File: config.mk
export PLATFORM = sky130hd
export DESIGN_NAME = fmdir_home
export DESIGN_NICKNAME = d
export VERILOG_FILES = /design/src/rtl/fmdir_pkg.sv /design/src/rtl/fmdir_dir_store.sv /design/src/rtl/fmdir_snoop_walker.sv /design/src/rtl/fmdir_ack_counter.sv /design/src/rtl/fmdir_home.sv
export SDC_FILE = /design/constraint.sdc
export NUM_CORES = 1
export LEC_CHECK = 0
export BUFFER_PORTS_ARGS = -buffer_cell sky130_fd_sc_hd__buf_2
export CAP_MARGIN = 10
export CORE_MARGIN = 1.5
export CORE_UTILIZATION = 66
export CTS_CLUSTER_SIZE = 12
export DETAILED_ROUTE_END_ITERATION = 7
export PLACE_DENSITY = 0.93
export SETUP_SLACK_MARGIN = 0.3
export SLEW_MARGIN = 5
export SYNTH_ARGS = -nofsm -noshare
export SYNTH_HDL_FRONTEND = slang
export SYNTH_HIERARCHICAL = 1
export SYNTH_SLANG_ARGS = --single-unit
File: constraint.sdc
create_clock -name clk -period 5.85 [get_ports clk]
set_input_delay 0.2925 -clock clk [delete_from_list [all_inputs] [get_ports clk]]
set_output_delay 0.2925 -clock clk [all_outputs]
set_load 0.005 [all_outputs]
File: src/rtl/fmdir_pkg.sv
package fmdir_pkg;
  localparam logic [1:0] RQ_READ  = 2'd0;
  localparam logic [1:0] RQ_WRITE = 2'd1;
  localparam logic [1:0] RQ_UPGR  = 2'd2;
  localparam logic [1:0] RQ_NOP   = 2'd3;

  localparam logic [1:0] SN_INV   = 2'd0;
  localparam logic [1:0] SN_FETCH = 2'd1;

  localparam logic [1:0] RS_ACK   = 2'd0;
  localparam logic [1:0] RS_DATA  = 2'd1;

  localparam logic [1:0] RP_SHARED = 2'd0;
  localparam logic [1:0] RP_EXCL   = 2'd1;
  localparam logic [1:0] RP_GRANT  = 2'd2;

  typedef enum logic [1:0] {ST_IDLE, ST_COLLECT, ST_REPLY} home_st_t;
endpackage

File: src/rtl/fmdir_dir_store.sv
module fmdir_dir_store #(
  parameter int N_PROC = 4,
  parameter int N_BLK  = 16,
  parameter int DW     = 16,
  localparam int BW = (N_BLK > 1) ? $clog2(N_BLK) : 1
) (
  input  logic              clk,
  input  logic              rst_n,
  input  logic [BW-1:0]     rd_blk,
  output logic [N_PROC-1:0] rd_pres,
  output logic              rd_priv,
  output logic [DW-1:0]     rd_data,
  input  logic              dir_we,
  input  logic [BW-1:0]     dir_blk,
  input  logic [N_PROC-1:0] dir_pres,
  input  logic              dir_priv,
  input  logic              mem_we,
  input  logic [BW-1:0]     mem_blk,
  input  logic [DW-1:0]     mem_wdata
);
  logic [N_PROC-1:0] pres_r [N_BLK];
  logic              priv_r [N_BLK];
  logic [DW-1:0]     mem_r  [N_BLK];

  for (genvar b = 0; b < N_BLK; b++) begin : g_blk
    always_ff @(posedge clk or negedge rst_n) begin
      if (!rst_n) begin
        pres_r[b] <= '0;
        priv_r[b] <= 1'b0;
        mem_r[b]  <= '0;
      end else begin
        if (dir_we && dir_blk == BW'(b)) begin
          pres_r[b] <= dir_pres;
          priv_r[b] <= dir_priv;
        end
        if (mem_we && mem_blk == BW'(b)) mem_r[b] <= mem_wdata;
      end
    end
  end

  assign rd_pres = pres_r[rd_blk];
  assign rd_priv = priv_r[rd_blk];
  assign rd_data = mem_r[rd_blk];
endmodule

File: src/rtl/fmdir_snoop_walker.sv
module fmdir_snoop_walker #(
  parameter int N_PROC = 4,
  localparam int IDW = (N_PROC > 1) ? $clog2(N_PROC) : 1
) (
  input  logic              clk,
  input  logic              rst_n,
  input  logic              load,
  input  logic [N_PROC-1:0] load_vec,
  input  logic              fire,
  output logic              has_pend,
  output logic [IDW-1:0]    dst
);
  logic [N_PROC-1:0] pend;

  always_comb begin
    dst = '0;
    for (int i = N_PROC - 1; i >= 0; i--) begin
      if (pend[i]) dst = IDW'(i);
    end
  end

  assign has_pend = |pend;

  always_ff @(posedge clk or negedge rst_n) begin
    if (!rst_n)    pend <= '0;
    else if (load) pend <= load_vec;
    else if (fire) pend <= pend & ~(N_PROC'(1) << dst);
  end
endmodule

File: src/rtl/fmdir_ack_counter.sv
module fmdir_ack_counter #(
  parameter int N_PROC = 4,
  localparam int CW = $clog2(N_PROC + 1)
) (
  input  logic          clk,
  input  logic          rst_n,
  input  logic          load,
  input  logic [CW-1:0] load_val,
  input  logic          dec,
  output logic          zero
);
  logic [CW-1:0] cnt;

  assign zero = (cnt == '0);

  always_ff @(posedge clk or negedge rst_n) begin
    if (!rst_n)             cnt <= '0;
    else if (load)          cnt <= load_val;
    else if (dec && !zero)  cnt <= cnt - CW'(1);
  end
endmodule

File: src/rtl/fmdir_home.sv
module fmdir_home
  import fmdir_pkg::*;
#(
  parameter int N_PROC = 4,
  parameter int N_BLK  = 16,
  parameter int DW     = 16,
  localparam int IDW = (N_PROC > 1) ? $clog2(N_PROC) : 1,
  localparam int BW  = (N_BLK > 1) ? $clog2(N_BLK) : 1,
  localparam int CW  = $clog2(N_PROC + 1)
) (
  input  logic           clk,
  input  logic           rst_n,
  input  logic           req_valid,
  output logic           req_ready,
  input  logic [1:0]     req_type,
  input  logic [IDW-1:0] req_src,
  input  logic [BW-1:0]  req_blk,
  output logic           snp_valid,
  input  logic           snp_ready,
  output logic [1:0]     snp_type,
  output logic [IDW-1:0] snp_dst,
  output logic [BW-1:0]  snp_blk,
  input  logic           rsp_valid,
  output logic           rsp_ready,
  input  logic [1:0]     rsp_type,
  input  logic [IDW-1:0] rsp_src,
  input  logic [DW-1:0]  rsp_data,
  output logic           rep_valid,
  input  logic           rep_ready,
  output logic [1:0]     rep_type,
  output logic [IDW-1:0] rep_dst,
  output logic [BW-1:0]  rep_blk,
  output logic [DW-1:0]  rep_data
);
  home_st_t        st;
  logic [IDW-1:0]  src_q;
  logic [BW-1:0]   blk_q;
  logic [1:0]      kind_q;
  logic            was_priv_q;
  logic            fetch_q;
  logic [DW-1:0]   rdata_q;

  logic [BW-1:0]     rd_blk;
  logic [N_PROC-1:0] rd_pres;
  logic              rd_priv;
  logic [DW-1:0]     rd_data;
  logic              dir_we;
  logic [N_PROC-1:0] dir_pres;
  logic              dir_priv;
  logic              take_data;

  logic [N_PROC-1:0] src_oh;
  logic [N_PROC-1:0] others;
  logic [CW-1:0]     others_cnt;
  logic              req_fire, snp_fire, rsp_fire, rep_fire;
  logic              go_collect;
  logic              has_pend, cnt_zero;

  assign rd_blk = (st == ST_IDLE) ? req_blk : blk_q;
  assign src_oh = N_PROC'(1) << ((st == ST_IDLE) ? req_src : src_q);
  assign others = rd_pres & ~src_oh;

  always_comb begin
    others_cnt = '0;
    for (int i = 0; i < N_PROC; i++) others_cnt = others_cnt + CW'(others[i]);
  end

  assign req_ready = (st == ST_IDLE);
  assign req_fire  = req_valid && req_ready;
  assign snp_valid = (st == ST_COLLECT) && has_pend;
  assign snp_fire  = snp_valid && snp_ready;
  assign rsp_ready = (st == ST_COLLECT) && !cnt_zero;
  assign rsp_fire  = rsp_valid && rsp_ready;
  assign rep_valid = (st == ST_REPLY);
  assign rep_fire  = rep_valid && rep_ready;

  assign go_collect = (req_type != RQ_NOP) && (others != '0) &&
                      ((req_type != RQ_READ) || rd_priv);

  // Responses carrying the owner's data update memory and the reply word.
  assign take_data = rsp_fire && ((rsp_type == RS_DATA) || was_priv_q);

  assign snp_type = fetch_q ? SN_FETCH : SN_INV;
  assign snp_blk  = blk_q;
  assign rep_dst  = src_q;
  assign rep_blk  = blk_q;
  assign rep_type = (kind_q == RQ_READ)  ? RP_SHARED :
                    (kind_q == RQ_WRITE) ? RP_EXCL : RP_GRANT;
  assign rep_data = (kind_q == RQ_UPGR) ? '0 : rdata_q;

  // Directory rewrite happens on the reply handshake.
  assign dir_we = rep_fire;
  always_comb begin
    if (kind_q == RQ_READ) begin
      dir_pres = rd_pres | src_oh;
      dir_priv = fetch_q ? 1'b0 : rd_priv;
    end else begin
      dir_pres = src_oh;
      dir_priv = 1'b1;
    end
  end

  always_ff @(posedge clk or negedge rst_n) begin
    if (!rst_n) begin
      st         <= ST_IDLE;
      src_q      <= '0;
      blk_q      <= '0;
      kind_q     <= RQ_READ;
      was_priv_q <= 1'b0;
      fetch_q    <= 1'b0;
      rdata_q    <= '0;
    end else begin
      case (st)
        ST_IDLE: if (req_fire && req_type != RQ_NOP) begin
          src_q      <= req_src;
          blk_q      <= req_blk;
          kind_q     <= req_type;
          was_priv_q <= rd_priv;
          fetch_q    <= (req_type == RQ_READ) && go_collect;
          rdata_q    <= rd_data;
          st         <= go_collect ? ST_COLLECT : ST_REPLY;
        end
        ST_COLLECT: begin
          if (take_data) rdata_q <= rsp_data;
          if (!has_pend && cnt_zero) st <= ST_REPLY;
        end
        ST_REPLY: if (rep_fire) st <= ST_IDLE;
        default: st <= ST_IDLE;
      endcase
    end
  end

  fmdir_dir_store #(.N_PROC(N_PROC), .N_BLK(N_BLK), .DW(DW)) u_store (
    .clk(clk), .rst_n(rst_n), .rd_blk(rd_blk), .rd_pres(rd_pres),
    .rd_priv(rd_priv), .rd_data(rd_data), .dir_we(dir_we), .dir_blk(blk_q),
    .dir_pres(dir_pres), .dir_priv(dir_priv), .mem_we(take_data),
    .mem_blk(blk_q), .mem_wdata(rsp_data)
  );

  fmdir_snoop_walker #(.N_PROC(N_PROC)) u_walk (
    .clk(clk), .rst_n(rst_n), .load(req_fire && go_collect),
    .load_vec(others), .fire(snp_fire), .has_pend(has_pend), .dst(snp_dst)
  );

  fmdir_ack_counter #(.N_PROC(N_PROC)) u_acks (
    .clk(clk), .rst_n(rst_n), .load(req_fire && go_collect),
    .load_val(others_cnt), .dec(rsp_fire), .zero(cnt_zero)
  );

  logic unused_src;
  assign unused_src = ^rsp_src;
endmodule

==> flow_summary_export.csv, run 1 <==
group,metric,value,unit
run_status,status,"finished, final reports clean",
synthesis,synth-edff-count,0,
power_and_ir_drop,p_int,0.00544,W
synthesis,ys_ff_latch,371,
setup_path,r2r_cells,13,
setup_path,start_kind,"register",
floorplan,die_area,27400,µm²
place,post-dp-hpwl,23400,µm
synthesis,syn-num-nets,1202,
timing,rsz0062_at_grt,"no",
global_route,antenna_found_initial,2,
global_route,grt_max_degree,168,
detailed_routing,drc,0,
global_route,grt_pass1_wl,64400,µm
place,portBuffers,66,
setup_path,slowest_delay,0.73,ns
detailed_routing,avgViaCountPerCell,6.79,
cts,root_buffer,"clkbuf_16",
floorplan,io-pin-count,70,
detailed_routing,wl,41100,µm
setup_path,critPathKind,"reg2reg",
finish,layoutNonFillerInstCount,1550,
floorplan,die_x,166,µm
cts,clkTransAtPathRegs,0.06,ns
detailed_routing,detail-route-antenna-nets,0,
place,gp_congestion,0.844,
min_path,hold_depth,2,
finish,drive_gt1_share,50.7,%
timing,worst_slew_pin_slew,1.30,ns
synthesis,synth_top_area_share,53.2,%
timing,slew_violations,0,
global_route,grt-ovfl-total,0,
setup_path,cp-end-kind,"register",
setup_path,cpMaxStageDelayCell,"nor2_1",
power_and_ir_drop,clockPowerShare,27.2,%
timing,max_slew_margin,13.1,%
power_and_ir_drop,seq_power_share,40.5,%
finish,multi_input_area,7680,µm²
synthesis,synth_top_cells_by_area,"dfrtp_1 (53%), mux2_2 (24%), mux4_2 (11%)",
timing,fin_crit_sh,80.1,%
detailed_routing,wl_per_cell,26.5,µm
global_route,groute.usage.overall,31.6,%
synthesis,synth_area_per_cell,15.0,µm²
synthesis,synth_ff_type,"dfrtp_1",
cts,cts_resized,0,
synthesis,syn-cell-area,17400,µm²
cts,h-tree-depth,2,
power_and_ir_drop,power_leakage,9.28,nW
global_route,grt_pass1_vias,11496,
timing,setup_violations,0,
timing,max_freq,213,MHz
power_and_ir_drop,p_comb_share,32.3,%
place,dp.cells,1492,
finish,regArea,9280,µm²
timing,skew,0.0151,ns
synthesis,synth_seq_area_share,53.2,%
finish,fillers,1474,
floorplan,start_util,67.1,%
power_and_ir_drop,power.density,428,nW/µm²
floorplan,die_y,166,µm
detailed_routing,first_pass_iters,5,
finish,syn_to_final_growth,9.10,%
cts,clockBufferDepth,3,
floorplan,core.rowCount,59,
synthesis,synthCells,1162,
setup_path,path_max_fanout,21,
synthesis,yosysWarnings,6,
synthesis,yosys.area.top_type,"dfrtp_1",
power_and_ir_drop,peakVddDrop,0.614,mV
power_and_ir_drop,sw_frac_of_total,33.2,%
timing,finalWorstPathRequiredPeriod,4.69,ns
synthesis,async_flop_share,100,%
flow_run,cap_viol_max_count,0,
setup_path,r2r_slack,1.16,ns
detailed_routing,initialDrtViolationCount,810,
setup_path,cp.required,6.24,ns
cts,cts_buffers,38,
cts,clock_latency,0.53,ns
synthesis,synthDistinctLibCells,50,
finish,num-nets-final,1238,
timing,finalSetupTns,0,ns
floorplan,design.core.area,26000,µm²
cts,cts.sinks,371,
cts,cts_tree,"built",
detailed_routing,vias,10525,
setup_path,path_cells,"nor2_1 -> mux2_2 -> and2_1 -> a22oi_1 -> nand2_1 -> nand2_1 -> ha_1 -> inv_1 -> o311ai_4 -> nor2_1 -> buf_4 -> or4b_1 -> o311ai_0",
min_path,hp-class,"in2reg",
timing,hold_violations,0,
power_and_ir_drop,power.switching,0.00270,W
setup_path,arrival,5.07,ns
## synth_stat cells (2+ instances only)
cell type	number
mux4_2	84
a21oi_1	3
a22oi_1	42
nand2b_1	11
o21ai_0	3
clkbuf_1	42
nor3_1	3
buf_4	8
o311ai_0	2
buf_1	2
dfrtp_1	371
o21ai_1	2
mux2_2	365
inv_1	14
and2_1	21
or4b_1	4
nor3b_2	2
nor2_1	24
o311ai_4	2
nand3_1	3
nor2_2	8
buf_2	27
nor3b_1	2
and4bb_2	2
mux2_4	11
or3_1	7
nand2_1	48
buf_6	7
o22a_1	2
nor2b_1	11
ha_1	5
nand3b_1	6
## metal layers
layer,global-route usage (%),part of all wire (%)
met1,40.0,39
met2,52.3,50
met3,6.19,6.8
met4,15.6,4.4
met5,0,0.027
## per-stage QoR
| stage | cell area, µm² | hold slack, ns | power (W) | util, % | setup WS (ns) |
|---|---|---|---|---|---|
| finish | 19000 | 0.0257 | 0.00815 | 73.2 | 1.16 |
| global route | 19000 | 0.0285 | 0.00850 | 73.2 | 0.896 |
| CTS | 19000 | 0.0160 | 0.00815 | 73.2 | 1.18 |
| detailed placement | 17900 | 0.487 | 0.00590 | 68.9 | 1.22 |
| global placement | 17900 | 0.466 | 0.00579 | 68.9 | 1.37 |
| floorplan | 17400 | -0.00309 | 0.00516 | - | 1.79 |
## critical path, delay by kind of cell (launching register included)
family                   cells  cell delay (ns)
buffers and inverters        2             0.31
AND/OR/NAND/NOR              6             2.18
flip-flops                   1             0.46
multiplexers                 1             0.46
AO/OA/AOI/OAI                3             0.91
adder cells (fa/ha/maj)      1             0.24
## power by group through the flow
stage	clock network (W)	logic (W)	registers [W]
after floorplan	0	0.00195	0.00320
after global placement	0	0.00252	0.00327
after detailed placement	0	0.00259	0.00331
after CTS	0.00224	0.00263	0.00328
after global routing	0.00235	0.00281	0.00334
final	0.00222	0.00263	0.00330
## cell type report
cell class,count,share of cell area [%]
well taps,335,2.20
clock inverters,3,0.0986
repair buffers,83,2.54
diodes,1,0.0132
clock buffers,53,5.67
flip-flops and latches,371,48.8
inverters,15,0.296
multi-input cells,689,40.4
## path summary, 6_finish.rpt
| check | from | to |
|---|---|---|
| setup / recovery | st[1] | u_acks/cnt[1] |
| hold / removal | req_blk[2] | rep_blk[2] |
| setup reg to reg | st[1] | u_acks/cnt[1] |
| hold reg to reg | u_store/pres_r[54] | u_store/pres_r[54] |
| max in group asynchronous | rst_n | u_store/mem_r[45] |
| min in group asynchronous | rst_n | u_store/mem_r[114] |
## logic make-up (layout without fill, tap and decap cells)
group | Yosys count | after routing | synth area share, %
compound gates | 65 | 65 | 3.03
fa+ha+maj | 6 | 6 | 0.474
buf+inv | 102 | 154 | 2.93
flops | 371 | 371 | 53.2
mux | 462 | 462 | 35.5
other cells | 1 | 2 | 0.0215
simple gates | 155 | 155 | 4.82
## state kept, by name, summed over array words and instances (netlist names)
signal          flops
was_priv_q          1
fetch_q             1
rep_blk             4
u_store/priv_r     16
u_store/mem_r     256
u_store/pres_r     64
st                  2
kind_q              2
u_walk/pend         4
u_acks/cnt          3
rdata_q            16
rep_dst             2
## cells in the final DEF, fill, tap and decap left out, types with 5 or more instances in the layout
cell       synthesis  layout
nor2b_1           11       8
buf_4              8      15
nand2_1           48      48
dfrtp_1          371     371
and2_1            21      21
a22oi_1           42      42
mux2_4            11      12
nor2_1            24      21
mux4_2            84      84
clkbuf_8           0       5
ha_1               5       5
nor2_2             8      10
clkbuf_1          42       9
inv_1             14      14
nand2b_1          11      11
clkbuf_16          0      39
buf_2             27      65
or3_1              7       7
nand3b_1           6       6
mux2_2           365     363
## repair_timing
action | 4_1_cts | 5_1_grt
setup buffers | 0 | 0
hold buffers | 1 | 0
hold endpoints to repair | 136 | 0
No activity file was read; power rests on OpenSTA's default activity.
==> run 2, diff against run 1 <==
CORE_UTILIZATION = 56   (was 66)
PLACE_DENSITY = 0.85   (was 0.93)
clock period = 4.2 ns   (was 5.85 ns; I/O delays follow)
==> flow_summary_export.csv, run 2 (synthesis results as in run 1) <==
group,metric,value,unit
run_status,status,"finished, final reports clean",
timing,max_freq,266,MHz
global_route,groute.usage.overall,24.4,%
min_path,hold_depth,2,
finish,final_cell_mix,"dfrtp_1 (370), mux2_2 (364), mux4_2 (84)",
floorplan,die_area,32200,µm²
detailed_routing,vias,10404,
place,post-dp-hpwl,23200,µm
power_and_ir_drop,sw_frac_of_total,32.6,%
floorplan,die_y,179,µm
detailed_routing,avgViaCountPerCell,6.30,
cts,clockBufferDepth,3,
cts,h-tree-depth,2,
global_route,use_met1,33.7,%
global_route,grt_pass1_vias,10984,
setup_path,path_common_cell,"nand2_1",
setup_path,arrival,4.15,ns
global_route,antenna_found_initial,1,
setup_path,cpMaxStageDelayCell,"or4b_1",
timing,slew_violations,0,
cts,root_buffer,"clkbuf_16",
setup_path,r2r_cells,13,
detailed_routing,first_pass_iters,5,
setup_path,path_buf_inv,2,
setup_path,reg2reg_from,"st[1]",
setup_path,path_cells,"nor2_4 -> buf_4 -> mux2_4 -> mux4_2 -> a22oi_1 -> nand2_1 -> nand2_1 -> ha_1 -> inv_1 -> o311ai_4 -> nor2_1 -> or4b_1 -> o311ai_0",
power_and_ir_drop,power,0.0116,W
timing,setup_violations,0,
timing,finalWorstPathRequiredPeriod,3.76,ns
setup_path,start_kind,"register",
global_route,use_met3,4.15,%
place,gp_congestion,0.862,
finish,fillers,2114,
global_route,grt-ovfl-total,0,
cts,cts.sinks,371,
timing,skew,0.0212,ns
finish,reg_top3,"u_store/mem_r: 256 flops, u_store/pres_r: 64 flops",
floorplan,die_x,179,µm
timing,fin_crit_sh,89.4,%
floorplan,io-pin-count,70,
global_route,grt_pass1_wl,61900,µm
setup_path,worstReg2RegEnd,"u_acks/cnt[2]",
flow_run,cap_viol_max_count,0,
setup_path,r2r_slack,0.44,ns
finish,largest-register,"u_store/mem_r",
power_and_ir_drop,peakVddDrop,0.407,mV
setup_path,cp_top_family,"simple AND/OR/NAND/NOR gates",
timing,finalSetupTns,0,ns
cts,clock_latency,0.53,ns
power_and_ir_drop,p_int,0.00784,W
power_and_ir_drop,seq_power_share,39.0,%
global_route,use_met2,39.9,%
detailed_routing,drc,0,
detailed_routing,wl_per_cell,23.6,µm
finish,final_common_cell,"dfrtp_1",
floorplan,design.core.area,30600,µm²
setup_path,slowest_delay,0.57,ns
finish,largest_reg_flops,256,
power_and_ir_drop,power.switching,0.00379,W
timing,worst_slew_pin_slew,1.11,ns
finish,syn_to_final_growth,11.8,%
cts,cts_buffers,39,
setup_path,critPathKind,"reg2reg",
finish,num-nets-final,1272,
setup_path,path_max_fanout,9,
cts,cts_tree,"built",
global_route,grt.busiest_layer,"met2",
place,place_ws,0.250,ns
detailed_routing,initialDrtViolationCount,828,
floorplan,core.rowCount,64,
finish,drive_gt1_share,51.6,%
power_and_ir_drop,power.density,597,nW/µm²
cts,clkTransAtPathRegs,0.06,ns
timing,max_slew_margin,26.2,%
timing,rsz0062_at_grt,"no",
min_path,hp-class,"in2reg",
min_path,min_from,"req_type[0]",
timing,setup_slack,0.444,ns
min_path,min_to,"kind_q[0]",
detailed_routing,detail-route-antenna-nets,0,
place,portBuffers,66,
power_and_ir_drop,p_comb_share,33.3,%
detailed_routing,wl,39000,µm
power_and_ir_drop,power_leakage,9.49,nW
global_route,grt_max_degree,110,
setup_path,cp-end-kind,"register",
timing,hold_ws,0.0183,ns
floorplan,start_util,57.0,%
timing,hold_violations,0,
setup_path,cp.required,4.59,ns
power_and_ir_drop,clockPowerShare,27.7,%
==> run 2: changes by cell type in the layout (fill, tap and decap cells not counted), sizes merged <==
cell / before / now
clkbuf: 53 / 57
bufinv: 0 / 1
mux2: 377 / 380
clkinv: 2 / 3
clkinvlp: 0 / 1
dlygate4sd3: 1 / 9
buf: 82 / 104
==> run 2: metrics by stage <==
| step | utilization [%] | cell area, µm² | std cells |
|---|---|---|---|
| after floorplan | - | 17400 | 1162 |
| after global placement | 59.3 | 18100 | 1570 |
| after detailed placement | 59.3 | 18100 | 1570 |
| after CTS | 63.4 | 19400 | 1642 |
| after global routing | 63.7 | 19500 | 1650 |
| final | 63.7 | 19500 | 1651 |
==> run 2: worst max path at each step <==
| stage | startpoint | to | depth (start not counted) |
|---|---|---|---|
| after floorplan | st[1] | u_acks/cnt[1] | 16 |
| after global placement | st[1] | u_acks/cnt[2] | 13 |
| after detailed placement | st[1] | u_acks/cnt[1] | 13 |
| after CTS | st[1] | u_acks/cnt[2] | 12 |
| after global routing | st[1] | u_acks/cnt[2] | 13 |
| final | st[1] | u_acks/cnt[2] | 13 |
==> run 2: cell type report <==
cell class              instances  area, µm²  share of cell area, %
flip-flops and latches        371       9290                   47.6
multi-input cells             692       7730                   39.6
clock buffers                  57       1110                   5.72
repair buffers                113        741                   3.80
well taps                     396        495                   2.54
clock inverters                 6       72.6                  0.372
inverters                      15       56.3                  0.289
diodes                          1       2.50                 0.0128
==> run 2: power groups by stage <==
stage	sequential (W)	clock, W	combinational, W
finish	0.00454	0.00322	0.00387
global route	0.00461	0.00344	0.00414
floorplan	0.00446	0	0.00273
global placement	0.00453	0	0.00362
CTS	0.00452	0.00329	0.00374
detailed placement	0.00457	0	0.00370
==> run 2: worst reg2reg max path: stages, from the launching register on <==
cell      delay [ns]
dfrtp_2         0.47
nor2_4          0.22
buf_4           0.17
mux2_4          0.36
mux4_2          0.46
a22oi_1         0.22
nand2_1         0.12
nand2_1         0.13
ha_1            0.23
inv_1           0.09
o311ai_4        0.33
nor2_1          0.15
or4b_1          0.57
o311ai_0        0.11
==> run 2: layer usage <==
| metal | vias to the layer above | share of wire (%) | routed length (µm) |
|---|---|---|---|
| met5 | - | 0 | 0 |
| met4 | 0 | 2.9 | 1130 |
| li1 | 4427 | - | - |
| met1 | 5492 | 41 | 16100 |
| met3 | 84 | 6.6 | 2560 |
| met2 | 401 | 49 | 19100 |
==> run 2: what timing repair did <==
item / CTS / global route
pin swaps: 0 / 1
resized for setup: 1 / 3
hold buffers: 9 / 0
gates cloned: 0 / 3
setup buffers: 0 / 5
setup endpoints to repair: 3 / 4
hold endpoints to repair: 106 / 0
==> run 3, diff against run 2 <==
PLACE_DENSITY = default   (was 0.85)
PLACE_DENSITY_LB_ADDON = 0.3   (was default)
==> flow_summary_export.csv, run 3 (synthesis results as in run 1) <==
group,metric,value,unit
detailed_routing,wl_per_cell,23.9,µm
timing,finalSetupTns,0,ns
min_path,hp-class,"in2reg",
setup_path,path_common_cell,"nand2_1",
min_path,min_from,"rep_ready",
flow_run,cap_viol_max_count,0,
global_route,grt_pass1_vias,10845,
finish,num-nets-final,1271,
setup_path,r2r_cells,13,
finish,layoutNonFillerInstCount,1654,
timing,fin_crit_sh,87.7,%
place,post-dp-hpwl,23700,µm
timing,rsz0062_at_grt,"no",
setup_path,critPathKind,"reg2reg",
floorplan,design.core.area,30600,µm²
detailed_routing,initialDrtViolationCount,578,
global_route,grt_pass1_wl,62100,µm
timing,setup_violations,0,
cts,clkTransAtPathRegs,0.06,ns
floorplan,core.rowCount,64,
min_path,hold_depth,3,
setup_path,cp.required,4.60,ns
global_route,use_met1,34.5,%
detailed_routing,wl,39500,µm
detailed_routing,detail-route-antenna-nets,0,
floorplan,io-pin-count,70,
global_route,grt.busiest_layer,"met2",
global_route,antenna_found_initial,0,
setup_path,r2r_slack,0.52,ns
timing,max_slew_margin,20.6,%
setup_path,cp_top_family,"simple AND/OR/NAND/NOR gates",
global_route,groute.usage.overall,24.6,%
cts,cts_tree,"built",
place,gp_congestion,0.844,
global_route,use_met2,40.6,%
power_and_ir_drop,peakVddDrop,0.474,mV
global_route,grt-ovfl-total,0,
global_route,use_met3,3.63,%
floorplan,die_area,32200,µm²
timing,hold_violations,0,
floorplan,start_util,57.0,%
place,portBuffers,66,
finish,final_common_cell,"dfrtp_1",
finish,largest-register,"u_store/mem_r",
finish,largest_reg_flops,256,
setup_path,cp-end-kind,"register",
timing,worst_slew_pin_slew,1.19,ns
cts,h-tree-depth,2,
power_and_ir_drop,power,0.0119,W
setup_path,path_buf_inv,2,
place,dp.cells,1572,
power_and_ir_drop,power_leakage,9.55,nW
power_and_ir_drop,power.density,606,nW/µm²
setup_path,start_kind,"register",
cts,clockBufferDepth,3,
floorplan,die_y,179,µm
detailed_routing,first_pass_iters,6,
detailed_routing,drc,0,
detailed_routing,vias,10151,
detailed_routing,avgViaCountPerCell,6.14,
floorplan,die_x,179,µm
finish,num_antenna_cells,0,
finish,drive_gt1_share,51.7,%
run_status,status,"finished, final reports clean",
setup_path,cpMaxStageDelayCell,"or4b_1",
timing,max_freq,272,MHz
setup_path,slowest_delay,0.57,ns
global_route,grt_max_degree,121,
timing,skew,0.0198,ns
finish,final_core_util,64.2,%
finish,syn_to_final_growth,12.5,%
finish,reg_top3,"u_store/mem_r: 256 flops, u_store/pres_r: 64 flops",
setup_path,reg2reg_from,"st[0]",
cts,cts_buffers,40,
setup_path,path_cells,"nor2_4 -> buf_4 -> mux2_4 -> mux4_2 -> a22oi_1 -> nand2_1 -> nand2_1 -> ha_1 -> inv_1 -> o311ai_4 -> nor2_2 -> or4b_1 -> o311ai_0",
setup_path,path_max_fanout,12,
cts,root_buffer,"clkbuf_16",
finish,fillers,2201,
timing,finalWorstPathRequiredPeriod,3.68,ns
finish,final_cell_mix,"dfrtp_1 (371), mux2_2 (364), mux4_2 (84)",
setup_path,worstReg2RegEnd,"u_acks/cnt[1]",
min_path,min_to,"st[1]",
setup_path,arrival,4.08,ns
cts,clock_latency,0.52,ns
timing,slew_violations,0,
cts,cts.sinks,371,
-- run 3: worst reg2reg max path, cell delays in order (launching register included) --
cell,delay [ns]
dfrtp_1,0.46
nor2_4,0.17
buf_4,0.22
mux2_4,0.42
mux4_2,0.32
a22oi_1,0.27
nand2_1,0.13
nand2_1,0.12
ha_1,0.23
inv_1,0.09
o311ai_4,0.34
nor2_2,0.13
or4b_1,0.57
o311ai_0,0.10
-- run 3: how the worst max path moves through the flow --
stage               depth (start not counted)        endpoint  slack [ns]   from
floorplan                                  16   u_acks/cnt[1]        0.34  st[1]
finish                                     13   u_acks/cnt[1]        0.52  st[0]
global route                               13   u_acks/cnt[1]        0.32  st[0]
detailed placement                         14  u_walk/pend[3]        0.33  st[0]
global placement                           14  u_walk/pend[3]        0.41  st[0]
CTS                                        14  u_walk/pend[3]        0.31  st[0]
-- run 3: layout make-up --
type	count	area, µm²	share of cell area (%)
clock buffer	64	1240	6.34
clock inverter	5	88.8	0.453
inverter	15	56.3	0.287
multi-input combinational	691	7720	39.3
sequential	371	9280	47.3
tap	396	495	2.52
timing repair buffer	112	736	3.75
-- run 3: routing by layer --
layer | up-vias | share of wire (%) | wire (µm)
li1 | 4415 | - | -
met1 | 5411 | 44 | 17300
met2 | 270 | 49 | 19400
met3 | 55 | 5.0 | 1980
met4 | 0 | 2.1 | 831
met5 | - | 0 | 0
-- run 3: what timing repair did --
action                                 4_1_cts  5_1_grt
setup endpoints to repair                    0        8
endpoints found under the hold margin      125        0
gates resized for setup                      0        4
hold buffers                                10        0
buffers inserted                             0        1
-- run 3: report_power, final --
| group | internal (W) | switching [W] |
|---|---|---|
| registers | 0.00416 | 0.000352 |
| logic | 0.00176 | 0.00209 |
| clock network | 0.00214 | 0.00138 |
-- run 3: metrics by stage --
step                      instance area (µm²)  setup WS, ns  hold WS, ns
after floorplan                         17400         0.335      -0.0856
after global placement                  18100         0.410        0.362
after detailed placement                18100         0.328        0.352
after CTS                               19600         0.306       0.0445
after global routing                    19600         0.318       0.0702
final                                   19600         0.518       0.0549
